<file path="src/rtl/bcr_pkg.sv">
package bcr_pkg;
  localparam int BC_ORBIT = 3564;
  typedef enum logic {RD_IDLE, RD_SCAN} rd_state_e;
endpackage

</file>
<file path="src/rtl/bcr_bc_counter.sv">
module bcr_bc_counter #(
  parameter int BC_W   = 12,
  parameter int BC_MAX = 3564,
  parameter int SLOT_W = 4
) (
  input  logic              clk_i,
  input  logic              rst_ni,
  input  logic              stb_i,
  input  logic              bcr_i,
  output logic [BC_W-1:0]   bc_o,
  output logic [SLOT_W-1:0] slot_o
);
  localparam logic [BC_W-1:0] BC_LAST = BC_W'(BC_MAX - 1);

  always_ff @(posedge clk_i or negedge rst_ni) begin
    if (!rst_ni) begin
      bc_o   <= '0;
      slot_o <= '0;
    end else if (bcr_i) begin
      bc_o <= '0;
    end else if (stb_i) begin
      bc_o   <= (bc_o == BC_LAST) ? '0 : bc_o + 1'b1;
      slot_o <= slot_o + 1'b1;
    end
  end
endmodule

</file>
<file path="src/rtl/bcr_age_check.sv">
module bcr_age_check #(
  parameter int BC_W   = 12,
  parameter int BC_MAX = 3564,
  parameter int SLOT_W = 4,
  parameter int OFS    = 8
) (
  input  logic              vld_i,
  input  logic              bcr_i,
  input  logic [BC_W-1:0]   bc_now_i,
  input  logic [SLOT_W-1:0] slot_now_i,
  input  logic [BC_W-1:0]   tag_i,
  output logic              acc_o,
  output logic              late_o,
  output logic [SLOT_W-1:0] slot_o
);
  localparam logic [BC_W:0] MAX_L = (BC_W+1)'(BC_MAX);
  localparam logic [BC_W:0] OFS_L = (BC_W+1)'(OFS);

  logic [BC_W:0] age;
  logic          in_rng;

  always_comb begin
    if (bc_now_i >= tag_i) age = {1'b0, bc_now_i} - {1'b0, tag_i};
    else                   age = {1'b0, bc_now_i} + MAX_L - {1'b0, tag_i};
  end

  assign in_rng = ({1'b0, tag_i} < MAX_L) && (age < OFS_L);
  assign acc_o  = vld_i && !bcr_i && in_rng;
  assign late_o = vld_i && !bcr_i && !in_rng;
  // slot of the tagged BC, counted back from the current ring position
  assign slot_o = slot_now_i - age[SLOT_W-1:0];
endmodule

</file>
<file path="src/rtl/bcr_readout.sv">
module bcr_readout
  import bcr_pkg::*;
#(
  parameter int N_LINKS = 4,
  parameter int BC_W    = 12,
  parameter int BC_MAX  = 3564,
  parameter int SLOT_W  = 4,
  parameter int OFS     = 8,
  parameter int LINK_W  = 2,
  parameter int IDX_W   = 3
) (
  input  logic              clk_i,
  input  logic              rst_ni,
  input  logic              start_i,
  input  logic              abort_i,
  input  logic [BC_W-1:0]   bc_now_i,
  input  logic [SLOT_W-1:0] slot_now_i,
  input  logic [IDX_W-1:0]  cnt_i,
  output logic [SLOT_W-1:0] rd_slot_o,
  output logic [LINK_W:0]   rd_link_o,
  output logic [IDX_W-1:0]  rd_idx_o,
  output logic [BC_W-1:0]   rd_bc_o,
  output logic              hit_o,
  output logic              eob_o,
  output logic              busy_o
);
  localparam logic [LINK_W:0] LINK_END = (LINK_W+1)'(N_LINKS);

  rd_state_e state_q;
  logic      start_q;
  logic      at_end;
  logic [BC_W-1:0] bc_back;

  assign bc_back = (bc_now_i >= BC_W'(OFS)) ? bc_now_i - BC_W'(OFS)
                                            : bc_now_i + BC_W'(BC_MAX - OFS);
  assign at_end = (state_q == RD_SCAN) && (rd_link_o == LINK_END);
  assign hit_o  = (state_q == RD_SCAN) && !at_end && (rd_idx_o < cnt_i);
  assign eob_o  = at_end;
  assign busy_o = start_q || (state_q == RD_SCAN);

  always_ff @(posedge clk_i or negedge rst_ni) begin
    if (!rst_ni) begin
      state_q   <= RD_IDLE;
      start_q   <= 1'b0;
      rd_slot_o <= '0;
      rd_link_o <= '0;
      rd_idx_o  <= '0;
      rd_bc_o   <= '0;
    end else begin
      start_q <= start_i && !abort_i;
      if (abort_i) begin
        state_q <= RD_IDLE;
      end else if (start_q) begin
        // counter has already advanced: trail it by OFS
        state_q   <= RD_SCAN;
        rd_slot_o <= slot_now_i - SLOT_W'(OFS);
        rd_bc_o   <= bc_back;
        rd_link_o <= '0;
        rd_idx_o  <= '0;
      end else if (state_q == RD_SCAN) begin
        if (at_end) begin
          state_q <= RD_IDLE;
        end else if (hit_o) begin
          rd_idx_o <= rd_idx_o + 1'b1;
        end else begin
          rd_link_o <= rd_link_o + 1'b1;
          rd_idx_o  <= '0;
        end
      end
    end
  end
endmodule

</file>
<file path="src/rtl/bc_realign.sv">
module bc_realign
  import bcr_pkg::*;
#(
  parameter int N_LINKS = 4,
  parameter int CH_W    = 8,
  parameter int BC_W    = 12,
  parameter int BC_MAX  = BC_ORBIT,
  parameter int SLOT_W  = 4,
  parameter int CAP     = 4,
  parameter int OFS     = 8,
  parameter int LATE_W  = 16,
  parameter int LINK_W  = (N_LINKS > 1) ? $clog2(N_LINKS) : 1
) (
  input  logic                      clk_i,
  input  logic                      rst_ni,
  input  logic                      bc_stb_i,
  input  logic                      bcr_i,
  input  logic [N_LINKS-1:0]        hit_vld_i,
  input  logic [N_LINKS*BC_W-1:0]   hit_bc_i,
  input  logic [N_LINKS*CH_W-1:0]   hit_ch_i,
  output logic                      out_vld_o,
  output logic                      out_eob_o,
  output logic [BC_W-1:0]           out_bc_o,
  output logic [LINK_W-1:0]         out_link_o,
  output logic [CH_W-1:0]           out_ch_o,
  output logic                      out_ovf_o,
  output logic                      late_o,
  output logic [LATE_W-1:0]         late_cnt_o
);
  localparam int SLOTS = 1 << SLOT_W;
  localparam int CAP_W = (CAP > 1) ? $clog2(CAP) : 1;
  localparam int IDX_W = $clog2(CAP + 1);
  localparam int NL_W  = $clog2(N_LINKS + 1);

  logic [BC_W-1:0]   bc_q;
  logic [SLOT_W-1:0] slot_q;
  logic [N_LINKS-1:0] acc_v, late_v;
  logic [SLOT_W-1:0] wslot [N_LINKS];

  logic [CH_W-1:0]   mem_q [SLOTS][N_LINKS][CAP];
  logic [IDX_W-1:0]  cnt_q [SLOTS][N_LINKS];
  logic [SLOTS-1:0]  ovf_q;

  logic [SLOT_W-1:0] rd_slot;
  logic [LINK_W:0]   rd_link;
  logic [LINK_W-1:0] rd_link_s;
  logic [IDX_W-1:0]  rd_idx;
  logic [BC_W-1:0]   rd_bc;
  logic              rd_hit, rd_eob, rd_busy;

  bcr_bc_counter #(.BC_W(BC_W), .BC_MAX(BC_MAX), .SLOT_W(SLOT_W)) u_cnt (
    .clk_i (clk_i), .rst_ni(rst_ni), .stb_i(bc_stb_i), .bcr_i(bcr_i),
    .bc_o  (bc_q),  .slot_o(slot_q)
  );

  for (genvar l = 0; l < N_LINKS; l++) begin : g_link
    bcr_age_check #(.BC_W(BC_W), .BC_MAX(BC_MAX), .SLOT_W(SLOT_W), .OFS(OFS)) u_age (
      .vld_i     (hit_vld_i[l]),
      .bcr_i     (bcr_i),
      .bc_now_i  (bc_q),
      .slot_now_i(slot_q),
      .tag_i     (hit_bc_i[l*BC_W +: BC_W]),
      .acc_o     (acc_v[l]),
      .late_o    (late_v[l]),
      .slot_o    (wslot[l])
    );
  end

  assign rd_link_s = (rd_link < (LINK_W+1)'(N_LINKS)) ? rd_link[LINK_W-1:0] : '0;

  bcr_readout #(
    .N_LINKS(N_LINKS), .BC_W(BC_W), .BC_MAX(BC_MAX), .SLOT_W(SLOT_W),
    .OFS(OFS), .LINK_W(LINK_W), .IDX_W(IDX_W)
  ) u_rd (
    .clk_i     (clk_i),
    .rst_ni    (rst_ni),
    .start_i   (bc_stb_i && !bcr_i),
    .abort_i   (bcr_i),
    .bc_now_i  (bc_q),
    .slot_now_i(slot_q),
    .cnt_i     (cnt_q[rd_slot][rd_link_s]),
    .rd_slot_o (rd_slot),
    .rd_link_o (rd_link),
    .rd_idx_o  (rd_idx),
    .rd_bc_o   (rd_bc),
    .hit_o     (rd_hit),
    .eob_o     (rd_eob),
    .busy_o    (rd_busy)
  );

  // fill counts and overflow marks; accepted writes never target the slot being read
  always_ff @(posedge clk_i or negedge rst_ni) begin
    if (!rst_ni) begin
      for (int s = 0; s < SLOTS; s++)
        for (int l = 0; l < N_LINKS; l++) cnt_q[s][l] <= '0;
      ovf_q <= '0;
    end else if (bcr_i) begin
      for (int s = 0; s < SLOTS; s++)
        for (int l = 0; l < N_LINKS; l++) cnt_q[s][l] <= '0;
      ovf_q <= '0;
    end else begin
      if (rd_eob) begin
        for (int l = 0; l < N_LINKS; l++) cnt_q[rd_slot][l] <= '0;
        ovf_q[rd_slot] <= 1'b0;
      end
      for (int l = 0; l < N_LINKS; l++) begin
        if (acc_v[l]) begin
          if (cnt_q[wslot[l]][l] < IDX_W'(CAP)) cnt_q[wslot[l]][l] <= cnt_q[wslot[l]][l] + 1'b1;
          else                                  ovf_q[wslot[l]] <= 1'b1;
        end
      end
    end
  end

  always_ff @(posedge clk_i) begin
    for (int l = 0; l < N_LINKS; l++) begin
      if (acc_v[l] && (cnt_q[wslot[l]][l] < IDX_W'(CAP)))
        mem_q[wslot[l]][l][cnt_q[wslot[l]][l][CAP_W-1:0]] <= hit_ch_i[l*CH_W +: CH_W];
    end
  end

  logic [LATE_W:0] late_sum;
  assign late_sum = {1'b0, late_cnt_o} + (LATE_W+1)'(NL_W'($countones(late_v)));

  always_ff @(posedge clk_i or negedge rst_ni) begin
    if (!rst_ni) begin
      late_o     <= 1'b0;
      late_cnt_o <= '0;
    end else begin
      if (|late_v) late_o <= 1'b1;
      late_cnt_o <= late_sum[LATE_W] ? '1 : late_sum[LATE_W-1:0];
    end
  end

  assign out_vld_o  = rd_hit;
  assign out_eob_o  = rd_eob;
  assign out_bc_o   = rd_bc;
  assign out_link_o = rd_link_s;
  assign out_ch_o   = mem_q[rd_slot][rd_link_s][rd_idx[CAP_W-1:0]];
  assign out_ovf_o  = rd_eob && ovf_q[rd_slot];
endmodule

</file>
<file path="config.mk">
export PLATFORM = sky130hd
export DESIGN_NAME = bc_realign
export DESIGN_NICKNAME = d
export VERILOG_FILES = /design/src/rtl/bcr_pkg.sv /design/src/rtl/bcr_bc_counter.sv /design/src/rtl/bcr_age_check.sv /design/src/rtl/bcr_readout.sv /design/src/rtl/bc_realign.sv
export SDC_FILE = /design/constraint.sdc
export NUM_CORES = 2
export LEC_CHECK = 0
export CORE_ASPECT_RATIO = 0.8
export CORE_UTILIZATION = 25
export DETAILED_ROUTE_END_ITERATION = 8
export DONT_BUFFER_PORTS = 1
export GPL_TIMING_DRIVEN = 0
export PLACE_DENSITY = 0.5
export SETUP_SLACK_MARGIN = 0.15
export SLEW_MARGIN = 10
export SYNTH_ARGS = -nofsm -noshare
export SYNTH_HDL_FRONTEND = slang
export SYNTH_SLANG_ARGS = --single-unit
</file>
<file path="constraint.sdc">
create_clock -name clk_i -period 7.9 [get_ports clk_i]
set_clock_uncertainty 0.1 [all_clocks]
set_input_delay 1.58 -clock clk_i [delete_from_list [all_inputs] [get_ports clk_i]]
set_output_delay 1.58 -clock clk_i [all_outputs]
set_load 0.03 [all_outputs]
</file>
# [Yosys cells after proc, flatten, opt, wreduce, memory -nomap -nowiden]
# Memory sizes are Yosys's and may differ from the RTL's.
# Cells that the tools add are included.
[totals] out_inout_bits=42 wordCells=358 regBits=265 mem_count=1 inputBits=88 mem_bits_rw=2048
[memory_table] name="mem_q" words=16 word_bits=128 rd=1 rd_ports_with_merged_regs=0 wr=4 line_no="bc_realign.sv:40" text="logic [CH_W-1:0] mem_q [SLOTS][N_LINKS][CAP];"
[op_classes] bitwise_logic=26 magnitude_cmp=49 mux=122 add_sub_neg=28 reduce_logical=53 eq_ne=4
[ops] op="192-bit 2-to-1 mux" n=14
[ops] op="192-bit bitwise AND" n=4
[ops] op="192-bit bitwise mux" n=4
[ops] op="192-bit inverter" n=4
[ops] op="12-bit demux with 4-bit select" n=8
[ops] op="12-bit binary-select mux with 4-bit select" n=5
[ops] op="16-bit 2-to-1 mux" n=15
[ops] op="32-bit 2-to-1 mux" n=6
[ops] op="12-bit 2-to-1 mux" n=10
[ops] op="32-bit binary-select mux with 2-bit select" n=1
[ops] op="8-bit demux with 2-bit select" n=4
[ops] op="16-bit OR" n=4
[ops] op="13-bit by 4-bit < comparator with 1-bit output (second input constant)" n=4
[ops] op="13-bit 2-to-1 mux" n=4
[ops] op="12-bit by 12-bit subtractor with 13-bit output" n=4
[ops] op="13-bit by 12-bit subtractor with 13-bit output" n=4
[ops] op="12-bit greater-or-equal comparator" n=4
[ops] op="12-bit < comparator (second input constant)" n=4
[ops] op="8-bit 2-to-1 mux" n=6
[ops] op="3-bit 2-to-1 mux" n=14
[ops] op="1-bit logical AND" n=40
[ops] op="9-bit 2-to-1 mux" n=4
[ops] op="5-bit greater-or-equal comparator (second input constant)" n=5
[ops] op="4-bit by 5-bit < comparator with 1-bit output (second input constant)" n=5
[ops] op="other kinds (39)" n=105

# [Depth between registers and ports, before layout]
[depth] ltp_word=28 mapped_depth=33 mapped_depth_nobuf=32

# [Cells and area by module]
# From an unflattened synthesis, not the netlist that was laid out.
[unflattened] cells_unflattened=6301 area_unflattened_um2=103062.6
[modules_own_cells] module="bc_realign" seq_area_each_um2=67129.4 n_inst=1 cells_per_inst=5069 area_each_um2=93802.5
[modules_own_cells] module="bcr_age_check" seq_area_each_um2=0.0 n_inst=4 cells_per_inst=249 area_each_um2=1749.2
[modules_own_cells] module="bcr_readout" seq_area_each_um2=600.6 n_inst=1 cells_per_inst=145 area_each_um2=1412.6
[modules_own_cells] module="bcr_bc_counter" seq_area_each_um2=400.4 n_inst=1 cells_per_inst=91 area_each_um2=850.8

# [Worst setup path before layout]
# OpenSTA, ideal clock, no wires.
[synth_timing] kind="in2reg" start="input port hit_bc_i[0]" end="register late_cnt_o[10]" stages=28 setup_ns=0.134 arrival_ns=7.315 path_buffers=1 slack_ns=0.351 required_ns=7.666 cell_sequence="ha_1 -> inv_1 -> fa_1 -> nor2b_1 -> o31a_1 -> a41o_1 -> o41ai_1 -> xor2_1 -> a32o_1 -> nand3b_1 -> nand2_1 -> fa_1 -> inv_1 -> ha_1 -> ha_1 -> inv_1 -> fa_1 -> nor2b_1 -> a31oi_1 -> a21oi_1 -> a31oi_1 -> or3_1 -> a2111oi_0 -> o31a_1 -> o22ai_1 -> o21ai_1 -> clkbuf_1 -> nand2_1"
[synth_between] elab_chain_cells=10 word_cells_on_any_way=13 classes_between="add/sub: 5; order compare: 3; mux: 2; reduce/logical: 3"
[synth_lines] item="start: declaration" line_no="bc_realign.sv:19" text="input logic [N_LINKS*BC_W-1:0] hit_bc_i,"
[synth_lines] item="13-bit by 12-bit subtractor with 13-bit output (tied with other cells)" line_no="bcr_age_check.sv:24" text="else age = {1'b0, bc_now_i} + MAX_L - {1'b0, tag_i};"
[synth_lines] item="13-bit 2-to-1 mux" line_no="bcr_age_check.sv:23" text="if (bc_now_i >= tag_i) age = {1'b0, bc_now_i} - {1'b0, tag_i};"
[synth_lines] item="13-bit by 4-bit < comparator with 1-bit output" line_no="bcr_age_check.sv:27" text="assign in_rng = ({1'b0, tag_i} < MAX_L) && (age < OFS_L);"
[synth_lines] item="1-bit logical AND *" line_no="bcr_age_check.sv:27"
[synth_lines] item="1-bit logical NOT *" line_no="bcr_age_check.sv:29" text="assign late_o = vld_i && !bcr_i && !in_rng;"
[synth_lines] item="1-bit logical AND *" line_no="bcr_age_check.sv:29"
[synth_lines] item="1-bit by 1-bit adder with 2-bit output (not written as such) *" line_no="bc_realign.sv:123" text="assign late_sum = {1'b0, late_cnt_o} + (LATE_W+1)'(NL_W'($countones(late_v)));"
[synth_lines] item="2-bit by 2-bit adder with 3-bit output (not written as such) *" line_no="bc_realign.sv:123"
[synth_lines] item="16-bit by 17-bit adder with 17-bit output *" line_no="bc_realign.sv:123"
[synth_lines] item="16-bit 2-to-1 mux *" line_no="bc_realign.sv:131" text="late_cnt_o <= late_sum[LATE_W] ? '1 : late_sum[LATE_W-1:0];"
[synth_lines] item="end signal: assignment" line_no="bc_realign.sv:131"
[synth_lines] item="end: declaration" line_no="bc_realign.sv:28" text="output logic [LATE_W-1:0] late_cnt_o"
# Mark *: on every way between the ends. The rest lies on a longest branch, timed or not.
# A chain may end at the register's enable or synchronous reset.

# [Worst setup path after layout]
[layout_timing] start="register u_rd.rd_slot_o[3]" end="output port out_ch_o[1]"
[layout_between] elab_chain_cells=7
[layout_lines] item="start: declaration" line_no="bcr_readout.sv:19" text="output logic [SLOT_W-1:0] rd_slot_o,"
[layout_lines] item="start signal: assignment" line_no="bcr_readout.sv:56" text="rd_slot_o <= slot_now_i - SLOT_W'(OFS);"
[layout_lines] item="memory read 16 x 128 bit"
[layout_lines] item="32-bit binary-select mux with 2-bit select" line_no="bc_realign.sv:139" text="assign out_ch_o = mem_q[rd_slot][rd_link_s][rd_idx[CAP_W-1:0]];"
[layout_lines] item="32-bit 2-to-1 mux (not written as such) (2 in a row)" line_no="bc_realign.sv:139"
[layout_lines] item="8-bit binary-select mux with 2-bit select" line_no="bc_realign.sv:139"
[layout_lines] item="8-bit 2-to-1 mux (not written as such) (2 in a row)" line_no="bc_realign.sv:139"
[layout_lines] item="end: declaration" line_no="bc_realign.sv:25" text="output logic [CH_W-1:0] out_ch_o,"
# Every way passes these cells. The select of a mux whose other input is x is not followed.

==> results.py <==
metrics = {
    "outcome": {
        "status": "finished, final reports clean",
    },
    "global_route": {
        "antenna_found_initial": 35,
        "grt_max_degree": 266,
        "overflow": 0,
        "grt_pass1_vias": 58160,
        "grt_pass1_wl_um": 474600,
        "grt_util_all_layers_pct": 16.37,
    },
    "logic_synthesis": {
        "syn_inst": 5802,
        "ys_ff_latch": 2313,
        "netlist.area_leader.share_pct": 60.33,
        "synth_edf_count": 2048,
        "synth_ff_type": "edfxtp_1",
        "yosys-top-cells-count": "2048 x edfxtp_1, 774 x mux4_2, 441 x nand2_1",
        "ys_seq_area_share_pct": 66.83,
        "synth.top_cells.by_area": "edfxtp_1 60%, mux4_2 17%, dfrtp_1 6.5%, ha_1 1.7%, nand2_1 1.6%",
        "yosysMostFrequentCell": "edfxtp_1",
        "synth_top_area_cell": "edfxtp_1",
        "syn_area_mm2": 0.1019,
        "yosys_warnings": 0,
        "syn_nets": 6038,
        "async_flop_share_pct": 11.46,
        "postSynthAreaPerCell_um2": 17.57,
        "synth_cell_types": 95,
    },
    "timing": {
        "max_freq_mhz": 129.1,
        "fin_setup_tns_ps": 0,
        "slew_viol_final": 0,
        "layout_setup_ws_ps": 152.0,
        "post-route-period-util_pct": 98.08,
        "period_needed_ps": 7748,
        "rsz0062_at_grt": "true",
        "setup_viol": 0,
        "hold_viol": 0,
        "worst_slew_pin_slew_ps": 1430,
        "maxSlewHeadroom_pct": 4.699,
    },
    "layout": {
        "fill_cells": 39930,
        "layout-drive-gt1-share_pct": 24.01,
        "finalNetCount": 6336,
        "fin_cells": 11670,
        "syn2layout_area_growth_pct": 15.39,
        "fin_util_pct": 29.00,
    },
    "worst_setup_path": {
        "worstPathCellList": "clkbuf_2 -> clkbuf_2 -> clkbuf_2 -> clkbuf_1 -> mux4_2 -> nand2_1 -> a31oi_1 -> mux4_2",
        "cp_slowest_cell": "clkbuf_1",
        "critPathKind": "flip-flop to primary output",
        "crit_buf_inv": 4,
        "cpLargestDelayFamily": "buffers and inverters",
        "crit_arrival_ps": 6070,
        "critPathMaxStageDelay_ps": 1000,
        "start_kind": "flip-flop",
        "cp-end-kind": "primary output",
        "cp_max_fo": 10,
        "crit_path_frequent_cell": "clkbuf_2",
        "crit_required_ps": 6220,
    },
    "clock_tree": {
        "hold_buffers": 0,
        "cts_buffers": 233,
        "h-tree-depth": 4,
        "path_clk_slew_ps": 60,
        "cts.root.buffer_cell": "clkbuf_16",
        "cts_buffer_depth": 4,
        "clock_latency_ps": 880,
        "clock-sinks": 2313,
        "cts_tree": "done",
    },
    "die": {
        "ios": 130,
        "start_util_pct": 25.13,
        "die-area_mm2": 0.4103,
        "die_x_um": 715.9,
        "rows": 209,
        "core-area_mm2": 0.4056,
        "dieHeight_um": 573.1,
    },
    "placement": {
        "hpwl_um": 248100,
        "io_buffers": 0,
        "gp_congestion": 0.9365,
        "post-place-ws_ps": -2300,
        "dp_cells": 11210,
    },
    "route": {
        "dr.max_layer_used": "met5",
        "wl_met2_um": 143700,
        "wl_met3_um": 38440,
        "drt-met1-wl_um": 153900,
        "finalWirelength_um": 346600,
        "postRouteAntennaNets": 0,
        "vias": 59480,
        "via_per_inst": 5.097,
        "drtIter0Drc": 7793,
        "drc": 0,
        "routedWlPerCell_um": 29.70,
        "firstDrtPassIters": 5,
    },
    "min_path": {
        "worstHoldPathType": "input pin to async pin",
    },
    "power": {
        "ir_drop_v": 0.0002132,
        "p_leak_nw": 38.19,
        "power_density_mw_per_mm2": 314.2,
    },
    "flow_run": {
        "maxCapViolCount": 0,
    },
}
-- final timing paths --
| path | startpoint | end | slack (ps) | depth (start not counted) |
|---|---|---|---|---|
| worst max-delay path | u_rd.rd_slot_o[3]$_DFFE_PN0P_ | out_ch_o[1] | 150 | 8 |
| worst min-delay path | rst_ni | u_rd.rd_bc_o[0]$_DFFE_PN0P_ | 340 | 0 |
| worst max register to register | u_cnt.bc_o[1]$_DFFE_PN0P_ | mem_q[2][32]$_DFFE_PP_ | 400 | 18 |
| worst min register to register | cnt_q[17]$_DFF_PN0_ | cnt_q[17]$_DFF_PN0_ | 410 | 2 |
| max in group asynchronous | rst_ni | cnt_q[83]$_DFF_PN0_ | 6590 | 0 |
| min in group clk_i | cnt_q[17]$_DFF_PN0_ | cnt_q[17]$_DFF_PN0_ | 410 | 2 |
-- kinds of logic after synthesis --
group	Yosys count	synth area share, %
buffers and inverters	467	1.848
xor gates and xnor gates	93	0.7990
adders and majority gates	148	1.890
AOI/OAI and AO/OA	581	3.764
DFF	2313	66.83
muxes	921	18.56
and+or+nand+nor	1279	6.308
-- final cells by class --
class	count	area (um2)	area share (%)
flip-flops and latches	2313	68140	57.93
multi-input cells	3022	32590	27.71
well taps	5380	6731	5.723
clock buffers	281	6102	5.188
plain buffers	338	1582	1.345
clock inverters	139	1289	1.096
repair buffers	63	686.9	0.5840
inverters	129	491.7	0.4180
diodes	4	10.01	0.008510
-- placed cells by master (no fill, tap or decap), types with 59 or more instances in the layout --
cell type  netlist  layout
edfxtp_1      2048    2048
mux4_2         774     774
nand2_1        441     438
dfrtp_1        265     258
clkbuf_16        0     234
nor2_1         252     212
clkbuf_1       194     189
mux2i_1        139     137
ha_1           138     135
a21oi_1        140     128
o21ai_0        128     127
inv_1          125     122
and3_1          94      94
buf_2           69      86
and2_1          81      81
nand3_1         73      73
xnor2_1         64      59
-- metrics by stage --
| step | hold WS, ps | cell area [um2] | power [mW] |
|---|---|---|---|
| 3_3_place_gp | 374.0 | 108700 | 25.76 |
| 5_1_grt | 298.9 | 117600 | 37.86 |
| 4_1_cts | 283.8 | 117200 | 36.91 |
| 6_report | 335.9 | 117600 | 36.96 |
| 3_5_place_dp | 388.1 | 109200 | 25.90 |
| 2_1_floorplan | 361.0 | 101900 | 20.41 |
-- layer usage --
layer	vias to the layer above	track usage [%]
li1	23960	-
met1	31980	24.32
met4	10	4.511
met2	3056	22.91
met5	-	0
met3	473	4.966
-- what timing repair did --
action                     4_1_cts  5_1_grt
setup buffers                   25       11
pin swaps                        6        7
setup endpoints to repair      856      356
resized for setup              101       74
-- registers in the layout (all words and copies together) (netlist names), 4 cells and up --
| signal | count |
|---|---|
| mem_q | 2048 |
| u_rd.rd_bc_o | 12 |
| ovf_q | 16 |
| cnt_q | 192 |
| late_cnt_o | 16 |
| u_cnt.bc_o | 12 |
| u_rd.rd_slot_o | 4 |
| u_cnt.slot_o | 4 |
-- power breakdown --
group / internal [mW] / total [mW] / switching (mW)
combinational: 4.09 / 12.3 / 8.23
clock: 6.19 / 11.1 / 4.87
sequential: 13.4 / 13.6 / 0.206
total: 23.7 / 37.0 / 13.3
No activity file was read; power rests on OpenSTA's default activity.
